**src/rtl/srx_pkg.sv**
```systemverilog
package srx_pkg;
  localparam int SRX_DW = 8;

  typedef struct packed {
    logic              ferr;
    logic [SRX_DW-1:0] data;
  } srx_char_t;

  typedef enum logic [1:0] {
    RX_IDLE,
    RX_START,
    RX_DATA,
    RX_STOP
  } srx_state_e;
endpackage

```
**src/rtl/srx_framer.sv**
```systemverilog
module srx_framer
  import srx_pkg::*;
#(
  parameter int OSR = 16
) (
  input  logic      clk,
  input  logic      rst_n,
  input  logic      flush,
  input  logic      tick,
  input  logic      rxd_in,
  output logic      start_ok,
  output logic      done,
  output srx_char_t chr
);
  localparam int CW  = $clog2(OSR);
  localparam int BW  = $clog2(SRX_DW);
  localparam int MID = OSR / 2;

  logic [1:0]        sync_q;
  srx_state_e        st_q, st_d;
  logic [CW-1:0]     cnt_q, cnt_d;
  logic [BW-1:0]     bi_q, bi_d;
  logic [SRX_DW-1:0] sh_q, sh_d;
  logic              rx_s;

  assign rx_s = sync_q[1];

  always_comb begin
    st_d     = st_q;
    cnt_d    = cnt_q;
    bi_d     = bi_q;
    sh_d     = sh_q;
    start_ok = 1'b0;
    done     = 1'b0;
    if (flush) begin
      st_d = RX_IDLE;
    end else if (tick) begin
      case (st_q)
        RX_IDLE: if (!rx_s) begin
          st_d  = RX_START;
          cnt_d = '0;
        end
        RX_START: if (cnt_q == CW'(MID - 1)) begin
          cnt_d = '0;
          bi_d  = '0;
          if (!rx_s) begin
            st_d     = RX_DATA;
            start_ok = 1'b1;
          end else begin
            st_d = RX_IDLE;
          end
        end else begin
          cnt_d = cnt_q + 1'b1;
        end
        RX_DATA: if (cnt_q == CW'(OSR - 1)) begin
          cnt_d = '0;
          sh_d  = {rx_s, sh_q[SRX_DW-1:1]};
          if (bi_q == BW'(SRX_DW - 1)) st_d = RX_STOP;
          else                         bi_d = bi_q + 1'b1;
        end else begin
          cnt_d = cnt_q + 1'b1;
        end
        default: if (cnt_q == CW'(OSR - 1)) begin
          cnt_d = '0;
          done  = 1'b1;
          st_d  = RX_IDLE;
        end else begin
          cnt_d = cnt_q + 1'b1;
        end
      endcase
    end
  end

  assign chr.data = sh_q;
  assign chr.ferr = !rx_s;

  always_ff @(posedge clk or negedge rst_n) begin
    if (!rst_n) begin
      sync_q <= 2'b11;
      st_q   <= RX_IDLE;
      cnt_q  <= '0;
      bi_q   <= '0;
      sh_q   <= '0;
    end else begin
      sync_q <= {sync_q[0], rxd_in};
      st_q   <= st_d;
      cnt_q  <= cnt_d;
      bi_q   <= bi_d;
      sh_q   <= sh_d;
    end
  end

  assert_start_before_data_R3: assert property (@(posedge clk) disable iff (!rst_n)
    (st_q == RX_START && st_d == RX_DATA) |-> !rx_s);
endmodule

```
**src/rtl/srx_hold_fifo.sv**
```systemverilog
module srx_hold_fifo
  import srx_pkg::*;
#(
  parameter int DEPTH = 3
) (
  input  logic      clk,
  input  logic      rst_n,
  input  logic      flush,
  input  logic      push,
  input  srx_char_t wdat,
  input  logic      pop,
  output srx_char_t head,
  output logic      nonempty,
  output logic      full
);
  localparam int PW = (DEPTH > 1) ? $clog2(DEPTH) : 1;
  localparam int NW = $clog2(DEPTH + 1);

  srx_char_t     mem [DEPTH];
  logic [PW-1:0] rp_q, rp_d, wp_q, wp_d;
  logic [NW-1:0] n_q, n_d;

  function automatic logic [PW-1:0] wrap_inc(input logic [PW-1:0] p);
    return (p == PW'(DEPTH - 1)) ? '0 : p + 1'b1;
  endfunction

  assign nonempty = (n_q != '0);
  assign full     = (n_q == NW'(DEPTH));
  assign head     = mem[rp_q];

  always_comb begin
    rp_d = rp_q;
    wp_d = wp_q;
    n_d  = n_q;
    if (flush) begin
      rp_d = '0;
      wp_d = '0;
      n_d  = '0;
    end else begin
      if (push) wp_d = wrap_inc(wp_q);
      if (pop)  rp_d = wrap_inc(rp_q);
      if (push && !pop)      n_d = n_q + 1'b1;
      else if (pop && !push) n_d = n_q - 1'b1;
    end
  end

  for (genvar g = 0; g < DEPTH; g++) begin : g_slot
    always_ff @(posedge clk) begin
      if (push && !flush && wp_q == PW'(g)) mem[g] <= wdat;
    end
  end

  always_ff @(posedge clk or negedge rst_n) begin
    if (!rst_n) begin
      rp_q <= '0;
      wp_q <= '0;
      n_q  <= '0;
    end else begin
      rp_q <= rp_d;
      wp_q <= wp_d;
      n_q  <= n_d;
    end
  end

  assert_fifo_no_overflow_R6: assert property (@(posedge clk) disable iff (!rst_n)
    (push && full) |-> pop);
  assert_fifo_no_underflow_R8: assert property (@(posedge clk) disable iff (!rst_n)
    pop |-> nonempty);
endmodule

```
**src/rtl/serial_rx_channel.sv**
```systemverilog
module serial_rx_channel
  import srx_pkg::*;
#(
  parameter int OSR        = 16,
  parameter int FIFO_DEPTH = 3
) (
  input  logic       clk,
  input  logic       rst_n,
  input  logic       tick16,
  input  logic       rxd,
  input  logic       rd_pop,
  input  logic       cmd_reset_chan,
  input  logic       cmd_reset_err,
  input  logic       rts_set,
  input  logic       rts_clr,
  input  logic       rts_auto_en,
  input  logic       strobe_en,
  input  logic       strobe_sel_full,
  output logic [7:0] rx_data,
  output logic [7:0] rx_status,
  output logic       rdy_strobe_n,
  output logic       rts_n
);
  logic      start_ok, done, f_ready, f_full, pop_ok, f_push;
  srx_char_t chr, head, f_wdat, hold_q, hold_d;
  logic      hold_v_q, hold_v_d, ovr_q, ovr_d, rts_q, rts_d, ovr_set;

  srx_framer #(.OSR(OSR)) u_framer (
    .clk(clk), .rst_n(rst_n), .flush(cmd_reset_chan), .tick(tick16),
    .rxd_in(rxd), .start_ok(start_ok), .done(done), .chr(chr)
  );

  srx_hold_fifo #(.DEPTH(FIFO_DEPTH)) u_fifo (
    .clk(clk), .rst_n(rst_n), .flush(cmd_reset_chan), .push(f_push),
    .wdat(f_wdat), .pop(pop_ok), .head(head), .nonempty(f_ready), .full(f_full)
  );

  assign pop_ok  = rd_pop && f_ready;
  assign f_push  = (pop_ok && hold_v_q) ||
                   (done && (!f_full || (pop_ok && !hold_v_q)));
  assign f_wdat  = (pop_ok && hold_v_q) ? hold_q : chr;
  assign ovr_set = done && f_full && hold_v_q && !pop_ok;

  always_comb begin
    hold_d   = hold_q;
    hold_v_d = hold_v_q;
    if (cmd_reset_chan) begin
      hold_v_d = 1'b0;
    end else if (pop_ok && hold_v_q) begin
      hold_v_d = done;
      if (done) hold_d = chr;
    end else if (done && f_full && !pop_ok) begin
      hold_v_d = 1'b1;
      hold_d   = chr;
    end
    ovr_d = (ovr_q && !cmd_reset_err && !cmd_reset_chan) ||
            (ovr_set && !cmd_reset_chan);
    rts_d = rts_q;
    if (rts_set) rts_d = 1'b0;
    if (rts_clr) rts_d = 1'b1;
    if (rts_auto_en && start_ok && f_full) rts_d = 1'b1;
  end

  always_ff @(posedge clk or negedge rst_n) begin
    if (!rst_n) begin
      hold_q   <= '0;
      hold_v_q <= 1'b0;
      ovr_q    <= 1'b0;
      rts_q    <= 1'b1;
    end else begin
      hold_q   <= hold_d;
      hold_v_q <= hold_v_d;
      ovr_q    <= ovr_d;
      rts_q    <= rts_d;
    end
  end

  assign rx_data      = head.data;
  assign rx_status    = {1'b0, head.ferr && f_ready, 1'b0, ovr_q, 2'b00, f_full, f_ready};
  assign rdy_strobe_n = !(strobe_en && (strobe_sel_full ? f_full : f_ready));
  assign rts_n        = rts_q;

  assert_hold_needs_full_R6: assert property (@(posedge clk) disable iff (!rst_n)
    hold_v_q |-> f_full);
  assert_overrun_sticky_R7: assert property (@(posedge clk) disable iff (!rst_n)
    (ovr_q && !cmd_reset_err && !cmd_reset_chan) |=> ovr_q);
  assert_full_implies_ready_R5: assert property (@(posedge clk) disable iff (!rst_n)
    f_full |-> f_ready);
  assert_rts_auto_R10: assert property (@(posedge clk) disable iff (!rst_n)
    (rts_auto_en && start_ok && f_full) |=> rts_n);
  assert_flush_empties_R11: assert property (@(posedge clk) disable iff (!rst_n)
    cmd_reset_chan |=> (!f_ready && !ovr_q));
endmodule

```
**config.mk**
```make
export PLATFORM = sky130hd
export DESIGN_NAME = serial_rx_channel
export DESIGN_NICKNAME = d
export VERILOG_FILES = /design/src/rtl/srx_pkg.sv /design/src/rtl/srx_framer.sv /design/src/rtl/srx_hold_fifo.sv /design/src/rtl/serial_rx_channel.sv
export SDC_FILE = /design/constraint.sdc
export NUM_CORES = 1
export LEC_CHECK = 0
export BUFFER_PORTS_ARGS = -buffer_cell sky130_fd_sc_hd__buf_2
export CAP_MARGIN = 20
export CORE_MARGIN = 3
export CORE_UTILIZATION = 42
export DETAILED_ROUTE_END_ITERATION = 12
export GPL_TIMING_DRIVEN = 0
export MAX_ROUTING_LAYER = met4
export PLACE_DENSITY_LB_ADDON = 0.25
export SYNTH_ARGS = -nofsm -noshare
export SYNTH_HDL_FRONTEND = slang
export SYNTH_SLANG_ARGS = --single-unit
```
**constraint.sdc**
```tcl
create_clock -name clk -period 4.4 [get_ports clk]
set_input_delay 0.88 -clock clk [delete_from_list [all_inputs] [get_ports clk]]
set_output_delay 0.88 -clock clk [all_outputs]
set_load 0.005 [all_outputs]
```
* After elaboration in Yosys (flattened, before gate mapping)
Memories as Yosys holds them, arrays and structs flattened.
Index checks and enable logic that the tools add are counted.
** Word-level totals
- Bits in read-only memories :: 0
- Memories kept :: 1
- Bits in latches :: 0
- Output and inout port bits :: 18
- Register bits after elaboration :: 37
- Bits of input ports :: 12
- Memory bits (writable) :: 27
** Cells by class
- Mux-type cells :: 58
- $lt $le $gt $ge :: 0
- $add $sub $neg :: 6
- Shift-type cells :: 0
- Multiply operators :: 0
- Equal/unequal tests :: 18
- Reduce and logical (&&, ||, !) cells :: 52
- Divide/modulo/power cells :: 0
- Bitwise operators :: 1
** Memory list
- u_fifo.mem :: depth 3, width 9, rd ports 1, clocked after Yosys merged registers in 0, wr ports 1, line srx_hold_fifo.sv:19 : srx_char_t mem [DEPTH];
** Operators by type and width (number)
- $mux 9 :: 6
- $mux 2 :: 19
- $mux 1 :: 24
- $logic_and 1x1->1 :: 21
- $reduce_or 9->1 :: 2
- $mux 4 :: 3
- $reduce_and 6->1 :: 2
- $reduce_bool 2->1 :: 6
- $mux 3 :: 3
- $ne 3x2->1 const B :: 3
- $reduce_bool 3->1 :: 3
- $eq 2x2->1 const B :: 4
- $logic_not 1->1 :: 8
- $pmux 4 s2 :: 1
- $add 2x1->2 const B :: 3
- $ne 2x2->1 const B :: 3
- $pmux 2 s3 :: 1
- $pmux 3 s2 :: 1
- $reduce_and 3->1 :: 2
- $add 4x1->4 const B :: 1
- $eq 2x1->1 const B :: 2
- $eq 4x3->1 const B :: 1
- $eq 4x4->1 const B :: 1
- $logic_not 2->1 :: 2
- 10 further kinds :: 13

* Longest topological paths before layout
- Depth after elaboration :: 14
- Depth in mapped cells :: 6
- Depth with buffers taken out :: 6

* Hierarchy
Synthesis repeated with hierarchy kept, for this count alone.
** Unflattened totals
- Cells, all modules :: 225
- Area total of the unflattened synthesis :: 2999.1 µm²
** Modules (own cells, without submodules)
- srx_hold_fifo :: seq. area each 960.9 µm², cells an instance 91, area each 1337.5 µm², times used 1
- srx_framer :: seq. area each 478.0 µm², cells an instance 76, area each 935.9 µm², times used 1
- serial_rx_channel :: seq. area each 301.5 µm², cells an instance 58, area each 725.7 µm², times used 1

* Least setup slack after synthesis
OpenSTA, ideal clock, no wires.
- Kind :: in2reg
- From :: input tick16
- To :: memory u_fifo.mem[0][0] in the netlist's numbering, enable pin
- Path slack :: 1.356 ns
- Arrival :: 2.645 ns
- Buffers on the path :: 0
- Library setup time :: 0.399 ns
- Stages on the path :: 4
- Cells stage by stage :: or2b_4 a2111o_1 and2_4 nor4_1
** On the way
- Longest elaborated chain between the ends :: 11
** Ends and longest elaborated chain
- from (decl) :: line serial_rx_channel.sv:9 : input logic tick16,
- $mux 1 * :: line srx_framer.sv:37 : end else if (tick) begin
- $mux 1 * :: line srx_framer.sv:35 : if (flush) begin
- $logic_and 1x1->1 * :: line serial_rx_channel.sv:40 : (done && (!f_full || (pop_ok && !hold_v_q)));
- $logic_or 1x1->1 * :: line serial_rx_channel.sv:39 : assign f_push = (pop_ok && hold_v_q) ||
- $logic_and 1x1->1 * :: line srx_hold_fifo.sv:49 : if (push && !flush && wp_q == PW'(g)) mem[g] <= wdat;
- $logic_and 1x1->1 :: line srx_hold_fifo.sv:49
- $mux 1 :: line srx_hold_fifo.sv:49
- $mux 1 (implied by the code) :: line srx_hold_fifo.sv:49
- $reduce_or 9->1 (no line)
- $mux 2 (no line) / $mux 1 (equally long branches) (2 in series)
- to (decl) :: line srx_hold_fifo.sv:19
Mark *: on every way between the ends. The rest lies on a longest branch, timed or not.

* Final worst setup path
- From :: input cmd_reset_chan
- To :: memory u_fifo.mem[2][4] in the netlist's numbering, enable pin
** On the way
- Longest elaborated chain between the ends :: 10
** Ends and longest elaborated chain
- from (decl) :: line serial_rx_channel.sv:12 : input logic cmd_reset_chan,
- $mux 1 :: line srx_framer.sv:35
- $logic_and 1x1->1 :: line serial_rx_channel.sv:40
- $logic_or 1x1->1 :: line serial_rx_channel.sv:39
- $logic_and 1x1->1 * :: line srx_hold_fifo.sv:49
- $logic_and 1x1->1 :: line srx_hold_fifo.sv:49
- $mux 1 :: line srx_hold_fifo.sv:49
- $mux 1 (implied by the code) :: line srx_hold_fifo.sv:49
- $reduce_or 9->1 (no line)
- $mux 2 (no line) / $mux 1 (equally long branches) (2 in series)
Marks and branches as above.

==> results.yml <==
run_status:
  status: "finished, final reports clean"
timing:
  fin_crit_ns: 2.77
  rsz0062_at_grt: "no"
  hold_violations: 0
  max_slew_margin_pct: 33.0
  setup_violations: 0
  drv_slew: 0
  whs_ns: 0.358
  tns_ns: 0
  timing.final.crit_share_pct: 63.1
  fmax_mhz: 360
  worst_slew_pin_slew_ns: 1.00
  fin_skew_ns: 0.00626
power:
  power.share.clock_pct: 46.9
  vdd_drop_max_mv: 0.170
  p_leak_uw: 0.00149
  p_sw_share_pct: 21.7
  p_seq_share_pct: 47.9
  p_int_uw: 1040
  power_frac_comb_pct: 5.2
  p_sw_uw: 288
  finalPower_uw: 1330
  p_per_area_mw_per_mm2: 372
job:
  maxCapViolCount: 0
yosys:
  ys.flop_type: "dfrtp_1"
  synth_cells: 246
  synthSimpleGateAreaFrac_pct: 12.4
  synth_edf_count: 27
  syn_area_mm2: 0.00305
  ys_types: 53
  synthAdderAreaFrac_pct: 1.56
  ys_top_cells_by_count: "dfrtp_1 (34), edfxtp_1 (27), mux2_2 (25)"
  synthMuxAreaShare_pct: 13.2
  synth_largest_area_cell: "dfrtp_1"
  synth_compound_area_share_pct: 9.24
  yosysSeqAreaShare_pct: 57.1
  syn_avg_cell_area_um2: 12.4
  synth-warning-count: 0
  synth_xor_xnor_area_share_pct: 0.287
  yosysMostFrequentCell: "dfrtp_1"
  ys_ff_latch: 64
  async_flop_share_pct: 57.8
  synth_area_leaders: "dfrtp_1 (28%), edfxtp_1 (27%), mux2_2 (9.2%)"
  synth_top_family_by_area: "multiplexers"
  yosysTopAreaCellShare_pct: 27.9
hold_path:
  min_to: "u_framer.sync_q[1]$_DFF_PN1_"
  hold_path.class: "reg2reg"
  hp-start: "u_framer.sync_q[0]$_DFF_PN1_"
  min_path_cells: 0
cts:
  cts_setup_buffers: 0
  cts_max_level: 3
  cts.sinks: 64
  cts_tree: "yes"
  cts.clk_slew.worst_paths_ns: 0.07
  cts_buffers: 9
  clock_latency_ns: 0.34
  cts_hold_buf: 0
  cts_buffer_depth: 2
  ctsRootBufferMaster: "clkbuf_8"
  post_cts_resized: 0
placed_design:
  dp_cells: 372
  numPortBuffers: 25
  dpl.hpwl_mm: 3.77
  routabilityCongestion: 0.810
final_layout:
  finalNonFillerCells: 388
  antenna_cells: 0
  nets: 302
  multi_input_area_mm2: 0.00114
  finalCoreUtilization_pct: 51.7
  area_delta_synth_final_pct: 17.3
  nFillCells: 654
  regArea_mm2: 0.00174
  drive_above_1_share_pct: 32.9
floorplan:
  io_pins: 30
  dieArea_mm2: 0.00831
  initial_core_util_pct: 44.1
  dieHeight_um: 91.2
  num_rows: 30
  coreArea_mm2: 0.00691
  die_w_um: 91.2
grt:
  grt-ovfl-total: 0
  antenna_found_initial: 0
  grt_pass1_wl_mm: 9.03
  grt_pass1_vias: 1882
  grt_max_degree: 38
  grtUsageTotal_pct: 14.3
worst_setup_path:
  cp.required_ns: 4.36
  rrSetupSlack_ns: 1.74
  timing.rr.start: "u_framer.cnt_q[0]$_DFFE_PN0P_"
  crit_path_max_fanout: 9
  rr_worst_depth: 5
  reg2reg_to: "u_fifo.mem[2][4]$_DFFE_PP_"
  arrival_ns: 2.74
  worstSetupPathType: "in2reg"
  cp-end-kind: "register"
  cp-start-kind: "input port"
drt:
  drc: 0
  wire_per_inst_um: 13.8
  ant_nets: 0
  vias_per_cell: 5.02
  first_pass_iters: 4
  drtIter0Drc: 109
  wl_mm: 5.34
  routed-via-count: 1948
==> kinds of logic after synthesis <==
kind of cell / after synthesis
simple gates: 68
flops: 64
compound gates: 43
mux: 37
buf+inv: 28
fa+ha+maj: 4
other cells: 1
xor+xnor: 1
==> worst max-delay path by stage <==
stage | from | slack (ns) | to | cells past startpoint
6_report | cmd_reset_chan | 1.63 | u_fifo.mem[2][4]$_DFFE_PP_ | 5
5_1_grt | cmd_reset_chan | 1.54 | u_fifo.mem[2][3]$_DFFE_PP_ | 5
4_1_cts | cmd_reset_chan | 1.59 | u_fifo.mem[2][3]$_DFFE_PP_ | 5
3_5_place_dp | cmd_reset_chan | 1.23 | u_fifo.mem[2][4]$_DFFE_PP_ | 5
3_3_place_gp | cmd_reset_chan | 0.63 | u_fifo.mem[0][4]$_DFFE_PP_ | 5
2_1_floorplan | tick16 | 1.36 | u_fifo.mem[0][0]$_DFFE_PP_ | 4
==> state kept, by name, summed over array words and instances (netlist names) <==
signal and cells:
u_fifo.mem 27, hold_q 9, u_framer.sh_q 8, u_framer.cnt_q 4
u_framer.bi_q 3, u_fifo.n_q 2, u_fifo.rp_q 2, u_fifo.wp_q 2
u_framer.st_q 2, u_framer.sync_q 2, hold_v_q 1, ovr_q 1
rts_n 1
==> power groups by stage <==
stage | sequential [µW] | clock [µW] | combinational (µW)
after CTS | 637 | 638 | 69.5
final | 637 | 624 | 68.8
after global placement | 649 | 0 | 67.2
after global routing | 638 | 661 | 77.4
after detailed placement | 649 | 0 | 69.3
after floorplan | 647 | 0 | 46.2
==> routing by layer <==
layer | part of all wire (%) | wire, µm | vias to the layer above | GRT usage (%)
met5 | 0 | 0 | - | -
met4 | 2.1 | 110 | 0 | 6.41
met3 | 3.0 | 159 | 9 | 3.48
met2 | 48 | 2570 | 31 | 22.3
met1 | 47 | 2510 | 942 | 17.6
li1 | - | - | 966 | -
==> layout make-up <==
type                            count  share of cell area (%)
Sequential cell                    64                    48.7
Multi-Input combinational cell    157                    31.8
Buffer                             18                    4.17
Timing Repair Buffer               27                    3.92
Clock inverter                      7                    3.50
Clock buffer                        9                    3.47
Tap cell                           96                    3.36
Inverter                           10                    1.05
==> layout by cell type (no fill, tap or decap), types with 3 or more instances in the layout <==
cell and n:
a21oi_1 10, buf_6 3, inv_1 10, bufinv_16 3
inv_6 3, conb_1 4, buf_4 9, or3_1 3
ha_1 3, nor2_1 10, mux2_2 25, edfxtp_1 27
nor3_1 4, mux2i_1 12, nand3_1 5, clkbuf_8 12
buf_2 26, dfstp_2 3, and3_1 3, o21ai_0 14
o21a_1 3, a211oi_1 4, dfrtp_1 34, nand4_1 3
nor2b_1 6, nand2_1 18
==> through the flow <==
step / instance area, µm² / worst slack [ns]
6_report: 3570 / 1.63
5_1_grt: 3570 / 1.54
4_1_cts: 3570 / 1.59
3_5_place_dp: 3320 / 1.23
3_3_place_gp: 3300 / 0.629
2_1_floorplan: 3060 / 1.36
==> critical path, stage by stage <==
cell      delay (ns)
buf_2           0.12
or2b_4          0.29
a2111o_1        0.42
and2_4          0.20
nor4b_2         0.82
Power figures use the tool's default switching activity.
